===== src/rtl/wrr_pkg.sv =====
package wrr_pkg;
  typedef enum logic {CNT_IDLE = 1'b0, CNT_RUN = 1'b1} cnt_state_e;

  function automatic int wrap_next(input int idx, input int n);
    return (idx + 1 >= n) ? 0 : idx + 1;
  endfunction
endpackage


===== src/rtl/wrr_pick.sv =====
module wrr_pick #(
  parameter int N_PORTS = 4,
  parameter int LEN_W   = 8,
  localparam int IDX_W  = $clog2(N_PORTS)
) (
  input  logic [IDX_W-1:0]         ptr_i,
  input  logic [N_PORTS-1:0]       req_i,
  input  logic [N_PORTS*LEN_W-1:0] len_i,
  output logic                     vld_o,
  output logic [IDX_W-1:0]         idx_o
);
  logic [N_PORTS-1:0] elig;

  for (genvar g = 0; g < N_PORTS; g++) begin : g_elig
    assign elig[g] = req_i[g] && (len_i[g*LEN_W +: LEN_W] != '0);
  end

  // scan upward from pointer with wrap
  always_comb begin
    vld_o = 1'b0;
    idx_o = '0;
    for (int k = 0; k < N_PORTS; k++) begin
      int idx;
      idx = int'(ptr_i) + k;
      if (idx >= N_PORTS) idx = idx - N_PORTS;
      if (!vld_o && elig[idx]) begin
        vld_o = 1'b1;
        idx_o = IDX_W'(idx);
      end
    end
  end
endmodule


===== src/rtl/wrr_flit_cnt.sv =====
module wrr_flit_cnt
  import wrr_pkg::*;
#(
  parameter int LEN_W = 8
) (
  input  logic             clk_i,
  input  logic             rst_ni,
  input  logic             load_i,
  input  logic [LEN_W-1:0] len_i,
  input  logic             rdy_i,
  output logic             run_o,
  output logic             last_o
);
  cnt_state_e       st_q;
  logic [LEN_W-1:0] len_q;
  logic [LEN_W-1:0] cnt_q;

  assign run_o  = (st_q == CNT_RUN);
  assign last_o = run_o && rdy_i && (cnt_q == len_q - LEN_W'(1));

  always_ff @(posedge clk_i or negedge rst_ni) begin
    if (!rst_ni) begin
      st_q  <= CNT_IDLE;
      len_q <= '0;
      cnt_q <= '0;
    end else if (st_q == CNT_IDLE) begin
      if (load_i) begin
        st_q  <= CNT_RUN;
        len_q <= len_i;
        cnt_q <= '0;
      end
    end else if (rdy_i) begin
      if (last_o) st_q <= CNT_IDLE;
      else        cnt_q <= cnt_q + LEN_W'(1);
    end
  end

  AST_CNT_BOUND: assert property (@(posedge clk_i) disable iff (!rst_ni)
    run_o |-> (cnt_q < len_q));
  AST_LEN_HELD: assert property (@(posedge clk_i) disable iff (!rst_ni)
    (run_o && !last_o) |=> $stable(len_q));
  AST_STALL_HOLD: assert property (@(posedge clk_i) disable iff (!rst_ni)
    (run_o && !rdy_i) |=> (run_o && $stable(cnt_q)));
endmodule


===== src/rtl/pkt_wrr_arbiter.sv =====
module pkt_wrr_arbiter
  import wrr_pkg::*;
#(
  parameter int N_PORTS = 4,
  parameter int LEN_W   = 8,
  localparam int IDX_W  = $clog2(N_PORTS)
) (
  input  logic                     clk_i,
  input  logic                     rst_ni,
  input  logic [N_PORTS-1:0]       req_i,
  input  logic [N_PORTS*LEN_W-1:0] len_i,
  input  logic                     link_rdy_i,
  output logic [N_PORTS-1:0]       grant_o,
  output logic [IDX_W-1:0]         sel_o,
  output logic                     eop_o
);
  logic [IDX_W-1:0] ptr_q, owner_q, pick_idx;
  logic             pick_vld, run, last, load;

  wrr_pick #(.N_PORTS(N_PORTS), .LEN_W(LEN_W)) u_pick (
    .ptr_i(ptr_q), .req_i(req_i), .len_i(len_i),
    .vld_o(pick_vld), .idx_o(pick_idx)
  );

  assign load = !run && pick_vld;

  wrr_flit_cnt #(.LEN_W(LEN_W)) u_cnt (
    .clk_i(clk_i), .rst_ni(rst_ni), .load_i(load),
    .len_i(len_i[pick_idx*LEN_W +: LEN_W]), .rdy_i(link_rdy_i),
    .run_o(run), .last_o(last)
  );

  always_ff @(posedge clk_i or negedge rst_ni) begin
    if (!rst_ni) begin
      owner_q <= '0;
      ptr_q   <= '0;
    end else begin
      if (load) owner_q <= pick_idx;
      if (last) ptr_q   <= IDX_W'(wrap_next(int'(owner_q), N_PORTS));
    end
  end

  for (genvar g = 0; g < N_PORTS; g++) begin : g_grant
    assign grant_o[g] = run && (owner_q == IDX_W'(g));
  end

  assign sel_o = owner_q;
  assign eop_o = last;

  AST_GRANT_ONEHOT: assert property (@(posedge clk_i) disable iff (!rst_ni)
    $onehot0(grant_o));
  AST_NEW_GRANT_REQ: assert property (@(posedge clk_i) disable iff (!rst_ni)
    $rose(|grant_o) |-> ((grant_o & $past(req_i)) != '0));
  AST_GRANT_HOLD: assert property (@(posedge clk_i) disable iff (!rst_ni)
    ((|grant_o) && !eop_o) |=> (grant_o == $past(grant_o)));
  AST_EOP_RELEASE: assert property (@(posedge clk_i) disable iff (!rst_ni)
    eop_o |=> (grant_o == '0));
  AST_STALL_NO_EOP: assert property (@(posedge clk_i) disable iff (!rst_ni)
    !link_rdy_i |-> !eop_o);
  AST_SEL_MATCH: assert property (@(posedge clk_i) disable iff (!rst_ni)
    (|grant_o) |-> grant_o[sel_o]);
endmodule


===== config.mk =====
export PLATFORM = sky130hd
export DESIGN_NAME = pkt_wrr_arbiter
export DESIGN_NICKNAME = d
export VERILOG_FILES = /design/src/rtl/wrr_pkg.sv /design/src/rtl/wrr_pick.sv /design/src/rtl/wrr_flit_cnt.sv /design/src/rtl/pkt_wrr_arbiter.sv
export SDC_FILE = /design/constraint.sdc
export NUM_CORES = 1
export LEC_CHECK = 0
export BUFFER_PORTS_ARGS = -buffer_cell sky130_fd_sc_hd__clkbuf_2
export CAP_MARGIN = 20
export CORE_UTILIZATION = 54
export DETAILED_ROUTE_END_ITERATION = 16
export PLACE_DENSITY_LB_ADDON = 0.2
export SYNTH_ARGS = -nofsm -noshare
export SYNTH_HDL_FRONTEND = slang
export SYNTH_SLANG_ARGS = --single-unit

===== constraint.sdc =====
create_clock -name clk_i -period 4.84 [get_ports clk_i]
set_clock_uncertainty 0.15 [all_clocks]
set_input_delay 0.484 -clock clk_i [delete_from_list [all_inputs] [get_ports clk_i]]
set_output_delay 0.484 -clock clk_i [all_outputs]
set_load 0.01 [all_outputs]

==> results of run 1 <==
[worst max-delay path, stage by stage, from the launching register on]
cell	delay, ns
sky130_fd_sc_hd__dfrtp_1	0.47
sky130_fd_sc_hd__inv_1	0.09
sky130_fd_sc_hd__ha_1	0.16
sky130_fd_sc_hd__nor3b_1	0.37
sky130_fd_sc_hd__a21oi_1	0.11
sky130_fd_sc_hd__and4b_1	0.26
sky130_fd_sc_hd__o211a_1	0.48
sky130_fd_sc_hd__clkbuf_2	0.23
[path summary, 6_finish.rpt]
path	end	from
max in group asynchronous	u_cnt.cnt_q[6]$_DFFE_PN0P_	rst_ni
min in group asynchronous	u_cnt.len_q[3]$_DFFE_PN0P_	rst_ni
worst min-delay path	u_cnt.len_q[7]$_DFFE_PN0P_	len_i[31]
worst min register to register	u_cnt.cnt_q[6]$_DFFE_PN0P_	u_cnt.cnt_q[6]$_DFFE_PN0P_
worst max-delay path	eop_o	u_cnt.len_q[0]$_DFFE_PN0P_
worst max register to register	u_cnt.cnt_q[7]$_DFFE_PN0P_	u_cnt.len_q[0]$_DFFE_PN0P_
[metrics by stage]
stage / hold WS (ns) / power, mW / cell area [sq um]
global placement: 0.331 / 0.368 / 1870
CTS: 0.368 / 0.467 / 1900
floorplan: 0.0384 / 0.334 / 1660
global route: 0.374 / 0.498 / 1920
finish: 0.374 / 0.468 / 1920
detailed placement: 0.336 / 0.380 / 1870
[power groups by stage]
stage	Clock [mW]	Combinational [mW]	Sequential (mW)
2_1_floorplan	0	0.109	0.225
3_3_place_gp	0	0.132	0.237
3_5_place_dp	0	0.139	0.240
4_1_cts	0.0896	0.141	0.236
5_1_grt	0.0965	0.159	0.243
6_report	0.0879	0.143	0.237
[state kept, by name (all words and copies together) (netlist names)]
signal / cells
u_cnt.len_q: 8
u_cnt.cnt_q: 8
u_cnt.run_o: 1
ptr_q: 2
sel_o: 2
[logic make-up after synthesis]
group	after synthesis
AO/OA/AOI/OAI	44
XOR/XNOR	8
adder cells (fa/ha/maj)	6
buffers and inverters	15
flip-flops	21
multiplexers	18
AND/OR/NAND/NOR	71
[what timing repair did]
action,in CTS,in global routing
hold endpoints to repair,11,0
hold buffers,1,0
gates resized for setup,0,0
buffers inserted,0,0
[placed cells by master (no fill, tap or decap), drive strengths merged, types with 2 or more instances in the layout]
cell type	n
o311ai	4
ha	6
xor2	2
or3	4
o41ai	3
xnor2	6
nor3	4
mux2i	16
o21ai	9
dfrtp	21
inv	7
and4b	2
nor2b	2
a21bo	2
or4	5
mux2	2
and2	6
nand3	3
nand2	21
o211a	2
nor4	4
nand4	4
or2	3
a21oi	7
clkbuf	49
o221ai	8
and3b	2
nor2	6
[layer usage]
layer  track usage  up-vias
li1              -      793
met1         0.347      775
met2         0.457       43
met3        0.0317        2
met4        0.0523        0
met5             0        -
[cell type report]
cell class | count | area [sq um]
Clock buffer | 4 | 26.3
Fill cell | 250 | 910
Inverter | 7 | 26.3
Multi-Input combinational cell | 147 | 1050
Sequential cell | 21 | 526
Tap cell | 31 | 38.8
Timing Repair Buffer | 47 | 250
==> impl_summary.txt, run 1 <==
----------------------------------------------------
[Placement]
  Global placement routability congestion ... 0.951
  Worst slack, placed ... 1.63 ns
  Inst Count DP ... 251
  Number of I/O port buffers ... 45
  Post-DP HPWL ... 3.31 mm

[Timing]
  Final-layout setup total negative slack ... 0 ns
  Maximum achievable frequency ... 0.322 GHz
  Pin slew with the least headroom to its limit ... 0.543 ns
  Clock period minus worst slack ... 3.11 ns
  Final worst slack ... 1.73 ns
  Tightest slew margin relative to the limit ... 0.634
  Max Transition Viols Final ... 0
  # setup viols final ... 0
  Setup repair after global routing missed its margin ... false
  Final worst path period share ... 0.642
  Final hold violations ... 0

[Power]
  Pleak ... 0.959 nW
  Internal Pwr Total ... 304 uW
  Switching power total ... 164 uW
  Relative contribution of the clock network to total power ... 0.188
  Switching Fraction ... 0.351
  Peak supply drop ... 181 uV
  Power density over the cells ... 244 mW/mm^2
  Share of total power in sequential cells ... 0.507
  Comb power frac ... 0.306

[Global route]
  Total congestion overflow ... 0
  First-pass GRT wire length ... 6.67 mm
  Antenna violations before repair ... 0
  Maximum number of pins on one net before global-route repair ... 22
  Global routing usage summed across all routing layers ... 0.261
  Vias in the first global route ... 1514

[Yosys]
  Netlist area before placement ... 0.00166 sq mm
  Share of synthesized cell area in full adder, half adder and majority cells ... 0.0452
  Part of the Yosys area used for sequential elements ... 0.317
  Post-Synthesis Net Count ... 228
  Instance count of the mapped netlist ... 183
  Number of flops mapped to enable cells by yosys ... 0
  Simple-Gate Fraction of Synth Area ... 0.242
  Post-synthesis share of cell area spent on xor and xnor gates ... 0.0422
  Fraction of the mapped netlist area in compound gates ... 0.194
  Leading cell types by count after synthesis ... 21 x sky130_fd_sc_hd__dfrtp_1, 21 x sky130_fd_sc_hd__nand2_1, 16 x sky130_fd_sc_hd__mux2i_1
  Fraction of synthesized area in multiplexers ... 0.110
  Top flip-flop cell by instance count after synthesis ... sky130_fd_sc_hd__dfrtp_1
  Synth area leader ... sky130_fd_sc_hd__dfrtp_1
  Cells taking the most area after synthesis ... sky130_fd_sc_hd__dfrtp_1 32%, sky130_fd_sc_hd__mux2i_1 9.6%, sky130_fd_sc_hd__nand2_1 4.7%
  Number of synthesized register bits ... 21
  Asr flop ratio synth ... 1.00
  Synth Warn # ... 0
  Post-Synthesis Mean Instance Area ... 9.07 sq um
  Largest family of logic cells by synthesized area ... simple AND/OR/NAND/NOR gates
  Post-synth cell types ... 47
  Area share of the leading cell type in the synthesized netlist ... 0.317

[Status]
  Outcome ... finished with violations
  Violations in the final reports ... DRC

[Drt]
  Met1 Routed Length ... 1.86 mm
  Routed len/inst ... 16.2 um
  DR WL met2 ... 2.14 mm
  1st-iter DRT viols ... 87
  DRC violation count after routing ... 1
  Number of vias in the routed layout ... 1613
  WL final ... 4.17 mm
  Number of routed nets with antenna violations ... 0
  Total length of routed met3 wires ... 166 um
  Highest routed layer ... met4
  Average vias per placed instance ... 6.28
  Drt pass-1 iters ... 12

[Clock tree]
  Clk Tree Root Cell ... sky130_fd_sc_hd__clkbuf_4
  Total clock sinks ... 21
  Worst-case clock buffer depth ... 2
  Clock insertion delay at the later pin of the skew report ... 0.30 ns
  Clock slew seen by the registers of the worst setup and hold paths ... 0.12 ns
  Number of buffers added by the clock tree synthesis step ... 3
  TritonCTS clock tree ... built
  H-tree depth ... 1

[Floorplanning]
  Placeable core area ... 0.00283 sq mm
  Count of boundary I/O pins ... 46
  Y dimension of the die ... 57.5 um
  Die area ... 0.00330 sq mm
  Effective utilization at floorplan ... 0.587
  Die W ... 57.5 um
  Cell Rows ... 19

[Cells and area]
  Final non-filler cell total ... 257
  Post-Route Utilization ... 0.678
  Share of layout cells above drive strength 1 ... 0.257
  Final layout net count ... 272
  Synth-to-Final Area Change ... 15.6%
  Antenna diode count ... 0

[Critical path]
  Setup crit end kind ... output port
  Arrival time reported for the critical path endpoint ... 2.47 ns
  R2R Setup Slk ... 2.20 ns
  Reg2reg path depth ... 8
  Critical path start-end classification ... flop to output port
  Highest fanout seen on the critical path ... 19
  Worst setup SP type ... flop
  CP required ... 4.21 ns

[Hold path]
  Worst hold path class ... input port to flop
  Cell depth of the worst hold path ... 3

[Flow run]
  Maxcap violations ... 0

----------------------------------------------------
No activity file was read; power rests on OpenSTA's default activity.
==> run 2: changes to the inputs <==
CORE_UTILIZATION = 47   (was 54)
clock period = 2.5 ns   (was 4.84 ns; I/O delays follow)
==> impl_summary.txt, run 2 (synthesis results as in run 1) <==
----------------------------------------------------
[Status]
  Outcome ... finished clean

[Placement]
  Inst Count DP ... 274 (+9.2%)
  Worst slack, placed ... 0.0622 ns (-1.57 ns)
  Post-DP HPWL ... 3.19 mm (-3.6%)
  Number of I/O port buffers ... 45 (unchanged)
  Global placement routability congestion ... 0.807 (-15%)

[Floorplanning]
  Effective utilization at floorplan ... 0.494 (-0.0932)
  Die W ... 61.4 um (+6.9%)
  Placeable core area ... 0.00336 sq mm (+19%)
  Cell Rows ... 21 (+2)
  Count of boundary I/O pins ... 46 (unchanged)
  Y dimension of the die ... 61.4 um (+6.9%)
  Die area ... 0.00377 sq mm (+14%)

[Critical path]
  CP delay by family, top ... compound AO/OA/AOI/OAI gates
  R2R Setup Slk ... 0.04 ns (-2.16 ns)
  Critical path cell sequence ... buf_4, or2_2, a221oi_2, a311o_1, o211a_1, buf_6, clkbuf_2
  Arrival time reported for the critical path endpoint ... 2.08 ns (-0.39 ns)
  CP required ... 2.10 ns (-2.11 ns)
  Highest fanout seen on the critical path ... 8 (-11)
  Combined buffer and inverter count along the critical path ... 3 (+1)
  Worst setup SP type ... flop
  Setup crit end kind ... output port
  Critical path start-end classification ... flop to output port
  Delay of the slowest critical-path stage ... 0.39 ns (-0.09 ns)
  Worst path slowest cell ... sky130_fd_sc_hd__dfrtp_1

[Cells and area]
  Largest registers ranked by flip-flop count ... u_cnt.cnt_q (8), u_cnt.len_q (8)
  Footprint of the multi-input gates ... 0.00108 sq mm (+2.3%)
  Synth-to-Final Area Change ... 23.3%
  Commonest non-fill, non-tap cells in the layout ... 45 x sky130_fd_sc_hd__clkbuf_2, 21 x sky130_fd_sc_hd__nand2_1, 20 x sky130_fd_sc_hd__dfrtp_1, 16 x sky130_fd_sc_hd__mux2i_1, 9 x sky130_fd_sc_hd__buf_4
  Most common cell after layout, fill and taps aside ... sky130_fd_sc_hd__clkbuf_2
  Final layout net count ... 282 (+3.7%)
  Antenna diode count ... 0 (unchanged)
  Fill cell count ... 324 (+30%)
  Share of layout cells above drive strength 1 ... 0.309 (+0.0527)
  Area taken by flip-flops and latches ... 527 sq um (+0.24%)
  Final non-filler cell total ... 282 (+9.7%)

[Clock tree]
  Number of buffers added by the clock tree synthesis step ... 3 (unchanged)
  Clock insertion delay at the later pin of the skew report ... 0.31 ns (about the same)
  Clk Tree Root Cell ... sky130_fd_sc_hd__clkbuf_4
  Worst-case clock buffer depth ... 2 (unchanged)
  H-tree depth ... 1 (unchanged)
  Total clock sinks ... 21 (unchanged)
  Clock slew seen by the registers of the worst setup and hold paths ... 0.11 ns (about the same)
  TritonCTS clock tree ... built

[Global route]
  Total congestion overflow ... 0 (unchanged)
  First-pass GRT wire length ... 6.48 mm (-2.8%)
  Vias in the first global route ... 1381 (-8.8%)
  Global routing usage summed across all routing layers ... 0.235 (-0.0258)
  Maximum number of pins on one net before global-route repair ... 22 (unchanged)
  Antenna violations before repair ... 0 (unchanged)

[Timing]
  Maximum achievable frequency ... 0.404 GHz
  # setup viols final ... 0 (unchanged)
  Pin slew with the least headroom to its limit ... 0.589 ns (+0.0452 ns)
  Setup repair after global routing missed its margin ... true
  Max Transition Viols Final ... 0 (unchanged)
  Hold slack ... 0.129 ns (-0.245 ns)
  Final hold violations ... 0 (unchanged)
  Final worst path period share ... 0.990
  Tightest slew margin relative to the limit ... 0.604 (-0.0304)
  Clock period minus worst slack ... 2.48 ns
  Final worst slack ... 0.0243 ns (-1.71 ns)

[Drt]
  1st-iter DRT viols ... 81 (-6.9%)
  DRC violation count after routing ... 0 (-1)
  Routed len/inst ... 14.7 um (-9.4%)
  Average vias per placed instance ... 5.75 (-8.4%)
  Drt pass-1 iters ... 4 (-8)
  WL final ... 4.15 mm (-0.62%)
  Number of routed nets with antenna violations ... 0 (unchanged)
  Number of vias in the routed layout ... 1622 (+0.56%)

[Flow run]
  Maxcap violations ... 0 (unchanged)

[Power]
  Peak supply drop ... 236 uV (+31%)
  Power density over the cells ... 444 mW/mm^2 (+82%)
  Pleak ... 1.01 nW (+5.7%)
  Total power of the final layout ... 909 uW (+94%)

[Hold path]
  Worst hold path class ... input port to flop

----------------------------------------------------
run 2: stage by stage:
step / instance area (sq um) / util / setup TNS, ns
after floorplan: 1660 / - / 0
after global placement: 1960 / 0.583 / 0
after detailed placement: 1960 / 0.583 / 0
after CTS: 2020 / 0.599 / 0
after global routing: 2050 / 0.609 / -0.116
final: 2050 / 0.609 / 0
run 2: report_power, final:
part / internal [mW] / total, mW / switching, mW / leakage [nW]
Clock: 0.0624 / 0.166 / 0.103 / 0.0150
Sequential: 0.382 / 0.450 / 0.0674 / 0.273
Combinational: 0.156 / 0.294 / 0.138 / 0.725
Total: 0.601 / 0.909 / 0.309 / 1.01
run 2: final timing paths:
kind                                                  from                         end  depth (start not counted)
worst min register to register  u_cnt.cnt_q[6]$_DFFE_PN0P_  u_cnt.cnt_q[6]$_DFFE_PN0P_                          1
worst max register to register  u_cnt.len_q[1]$_DFFE_PN0P_  u_cnt.cnt_q[7]$_DFFE_PN0P_                          9
worst min-delay path                             len_i[14]  u_cnt.len_q[6]$_DFFE_PN0P_                          3
min in group asynchronous                           rst_ni  u_cnt.cnt_q[1]$_DFFE_PN0P_                          2
worst max-delay path            u_cnt.cnt_q[5]$_DFFE_PN0P_                       eop_o                          7
max in group asynchronous                           rst_ni  u_cnt.len_q[0]$_DFFE_PN0P_                          2
run 2: final cells by class:
class / count / share of cell area
Inverter: 7 / 0.0128
Sequential cell: 21 / 0.257
Timing Repair Buffer: 57 / 0.163
Clock buffer: 4 / 0.0128
Tap cell: 46 / 0.0281
Multi-Input combinational cell: 147 / 0.526
run 2: what timing repair did:
action / CTS / global route
hold buffers: 1 / 0
buffers inserted: 1 / 2
endpoints found under the setup margin: 1 / 3
endpoints found under the hold margin: 21 / 0
gates cloned: 0 / 0
pin swaps: 0 / 4
gates resized for setup: 3 / 3
run 2: worst register-to-register path, cell delays in order, from the launching register on:
cell	delay, ns
sky130_fd_sc_hd__dfrtp_1	0.44
sky130_fd_sc_hd__nor3_2	0.31
sky130_fd_sc_hd__a221oi_2	0.12
sky130_fd_sc_hd__a311o_1	0.33
sky130_fd_sc_hd__o211a_1	0.29
sky130_fd_sc_hd__buf_6	0.15
sky130_fd_sc_hd__buf_4	0.13
sky130_fd_sc_hd__buf_4	0.13
sky130_fd_sc_hd__o31ai_1	0.22
sky130_fd_sc_hd__a21oi_1	0.09
run 2: metal layers:
| metal | up-vias | wire length [um] | share of wire | GRT usage |
|---|---|---|---|---|
| met5 | - | 0 | 0 | 0 |
| met2 | 33 | 1950 | 0.47 | 0.366 |
| met1 | 774 | 2030 | 0.49 | 0.347 |
| li1 | 811 | - | - | - |
| met4 | 0 | 29 | 0.0070 | 0.0476 |
| met3 | 4 | 143 | 0.034 | 0.0378 |
==> run 3: changes to the inputs <==
CORE_ASPECT_RATIO = 1.4   (was not set)
==> impl_summary.txt, run 3 (synthesis results as in run 1) <==
----------------------------------------------------
[Timing]
  Clock period minus worst slack ... 2.41 ns (-0.0620 ns)
  Setup repair after global routing missed its margin ... false
  Hold slack ... 0.178 ns (+0.0493 ns)
  # setup viols final ... 0 (unchanged)
  Maximum achievable frequency ... 0.414 GHz (+2.6%)
  Pin slew with the least headroom to its limit ... 0.521 ns (-0.0676 ns)
  Final-layout setup total negative slack ... 0 ns (unchanged)
  Final worst path period share ... 0.965 (-0.0248)
  Max Transition Viols Final ... 0 (unchanged)
  Tightest slew margin relative to the limit ... 0.653 (+0.0487)
  Final hold violations ... 0 (unchanged)
  Final worst slack ... 0.0863 ns (+0.0620 ns)

[Drt]
  1st-iter DRT viols ... 19 (-77%)
  DRC violation count after routing ... 0 (unchanged)
  WL final ... 3.98 mm (-3.9%)
  Routed len/inst ... 14.2 um (-3.2%)
  Number of vias in the routed layout ... 1610 (-0.74%)
  Drt pass-1 iters ... 4 (unchanged)
  Number of routed nets with antenna violations ... 0 (unchanged)
  Average vias per placed instance ... 5.75 (about the same)

[Cells and area]
  Final non-filler cell area ... 0.00208 sq mm (+1.7%)
  Final non-filler cell total ... 280 (-0.71%)
  Antenna diode count ... 0 (unchanged)
  Commonest non-fill, non-tap cells in the layout ... 44 x sky130_fd_sc_hd__clkbuf_2, 21 x sky130_fd_sc_hd__nand2_1, 20 x sky130_fd_sc_hd__dfrtp_1, 16 x sky130_fd_sc_hd__mux2i_1, 12 x sky130_fd_sc_hd__buf_4
  Largest registers ranked by flip-flop count ... u_cnt.cnt_q (8), u_cnt.len_q (8)
  Share of layout cells above drive strength 1 ... 0.313 (+0.00318)
  Most common cell after layout, fill and taps aside ... sky130_fd_sc_hd__clkbuf_2
  Synth-to-Final Area Change ... 25.3%
  Post-Route Utilization ... 0.616 (+0.00729)
  Final layout net count ... 286 (+1.4%)

[Global route]
  First-pass GRT wire length ... 6.33 mm (-2.3%)
  Antenna violations before repair ... 0 (unchanged)
  Global routing usage summed across all routing layers ... 0.221 (-0.0142)
  Total congestion overflow ... 0 (unchanged)
  Maximum number of pins on one net before global-route repair ... 22 (unchanged)
  Vias in the first global route ... 1472 (+6.6%)

[Clock tree]
  Total clock sinks ... 21 (unchanged)
  Number of buffers added by the clock tree synthesis step ... 3 (unchanged)
  TritonCTS clock tree ... built
  Clk Tree Root Cell ... sky130_fd_sc_hd__clkbuf_8
  Clock insertion delay at the later pin of the skew report ... 0.26 ns (-0.05 ns)
  Worst-case clock buffer depth ... 2 (unchanged)
  Clock slew seen by the registers of the worst setup and hold paths ... 0.08 ns (-0.03 ns)
  H-tree depth ... 1 (unchanged)

[Floorplanning]
  Y dimension of the die ... 72.3 um (+18%)
  Count of boundary I/O pins ... 46 (unchanged)
  Placeable core area ... 0.00338 sq mm (+0.45%)
  Die area ... 0.00378 sq mm (about the same)
  Cell Rows ... 25 (+19%)
  Die W ... 52.2 um (-15%)
  Effective utilization at floorplan ... 0.491 (-0.00219)

[Critical path]
  Highest fanout seen on the critical path ... 6 (-2)
  Critical path cell sequence ... buf_4, nor3_4, a221oi_1, a311o_1, o211a_1, buf_6, or2_2, a22o_1
  Worst path slowest cell ... sky130_fd_sc_hd__dfrtp_2
  Setup crit end kind ... flop
  Delay of the slowest critical-path stage ... 0.43 ns (+0.04 ns)
  CP required ... 2.51 ns (+0.41 ns)
  Worst setup SP type ... flop
  Arrival time reported for the critical path endpoint ... 2.42 ns (+0.34 ns)
  Critical path start-end classification ... flop to flop

[Power]
  Pleak ... 1.05 nW (+3.6%)
  Total power of the final layout ... 964 uW (+6.0%)
  Relative contribution of the clock network to total power ... 0.232 (+0.050)
  Share of total power in sequential cells ... 0.472 (-0.022)
  Switching power total ... 314 uW (+1.6%)
  Power density over the cells ... 463 mW/mm^2 (+4.3%)
  Peak supply drop ... 296 uV (+25%)
  Comb power frac ... 0.295 (-0.028)
  Internal Pwr Total ... 650 uW (+8.2%)
  Switching Fraction ... 0.326 (-0.0139)

[Flow run]
  Maxcap violations ... 0 (unchanged)

[Placement]
  Inst Count DP ... 270 (-1.5%)
  Number of I/O port buffers ... 45 (unchanged)
  Worst slack, placed ... 0.0684 ns (+0.00619 ns)
  Post-DP HPWL ... 3.23 mm (+1.5%)
  Global placement routability congestion ... 0.888 (+10%)
  Cell area reported after detailed placement ... 0.00197 sq mm (+0.38%)

[Hold path]
  Worst hold path class ... input port to flop

[Status]
  Outcome ... finished clean

----------------------------------------------------
## run 3: cell types whose count changed in the layout (fill, tap and decap cells not counted), sizes merged
cell / delta
clkbuf: -2
buf: +5
clkinv: +1
## run 3: per-layer routing
layer	vias up	track usage	part of all wire
met3	2	0.0189	0.028
li1	819	-	-
met1	752	0.257	0.42
met2	37	0.417	0.55
met4	0	0.0614	0.0085
met5	-	0	0
## run 3: final cells by class
cell class,count,area (sq um)
Clock buffer,3,41.3
Clock inverter,1,5.00
Fill cell,318,1300
Inverter,7,26.3
Multi-Input combinational cell,147,1060
Sequential cell,21,527
Tap cell,40,50.0
Timing Repair Buffer,61,368
## run 3: power by group through the flow
stage | Combinational (mW) | Clock [mW] | Sequential [mW]
after floorplan | 0.210 | 0 | 0.436
after global placement | 0.278 | 0 | 0.460
after detailed placement | 0.281 | 0 | 0.462
after CTS | 0.283 | 0.226 | 0.456
after global routing | 0.318 | 0.248 | 0.462
final | 0.284 | 0.224 | 0.455
## run 3: worst paths after layout
| check | start | end | slack, ns | cells past startpoint |
|---|---|---|---|---|
| worst max-delay path | u_cnt.len_q[0]$_DFFE_PN0P_ | u_cnt.cnt_q[1]$_DFFE_PN0P_ | 0.09 | 8 |
| worst min-delay path | len_i[25] | u_cnt.len_q[1]$_DFFE_PN0P_ | 0.18 | 3 |
| worst max register to register | u_cnt.len_q[0]$_DFFE_PN0P_ | u_cnt.cnt_q[1]$_DFFE_PN0P_ | 0.09 | 8 |
| worst min register to register | u_cnt.cnt_q[6]$_DFFE_PN0P_ | u_cnt.cnt_q[6]$_DFFE_PN0P_ | 0.40 | 1 |
| max in group asynchronous | rst_ni | u_cnt.len_q[0]$_DFFE_PN0P_ | 1.48 | 2 |
| min in group asynchronous | rst_ni | u_cnt.cnt_q[1]$_DFFE_PN0P_ | 0.34 | 2 |
## run 3: worst max-delay path: cells and delay by family, from the launching register on
family	cells	cell delay, ns
buffers and inverters	2	0.30
AND/OR/NAND/NOR	2	0.48
flip-flops	1	0.43
AO/OA/AOI/OAI	4	0.95
## run 3: repair_timing
item                       in CTS  in global routing
buffers inserted                0                  4
cloned                          0                  1
gates resized for setup         1                  5
hold endpoints to repair       21                  0
pin swaps                       0                  3
hold buffers                    1                  0
setup endpoints to repair       1                  1
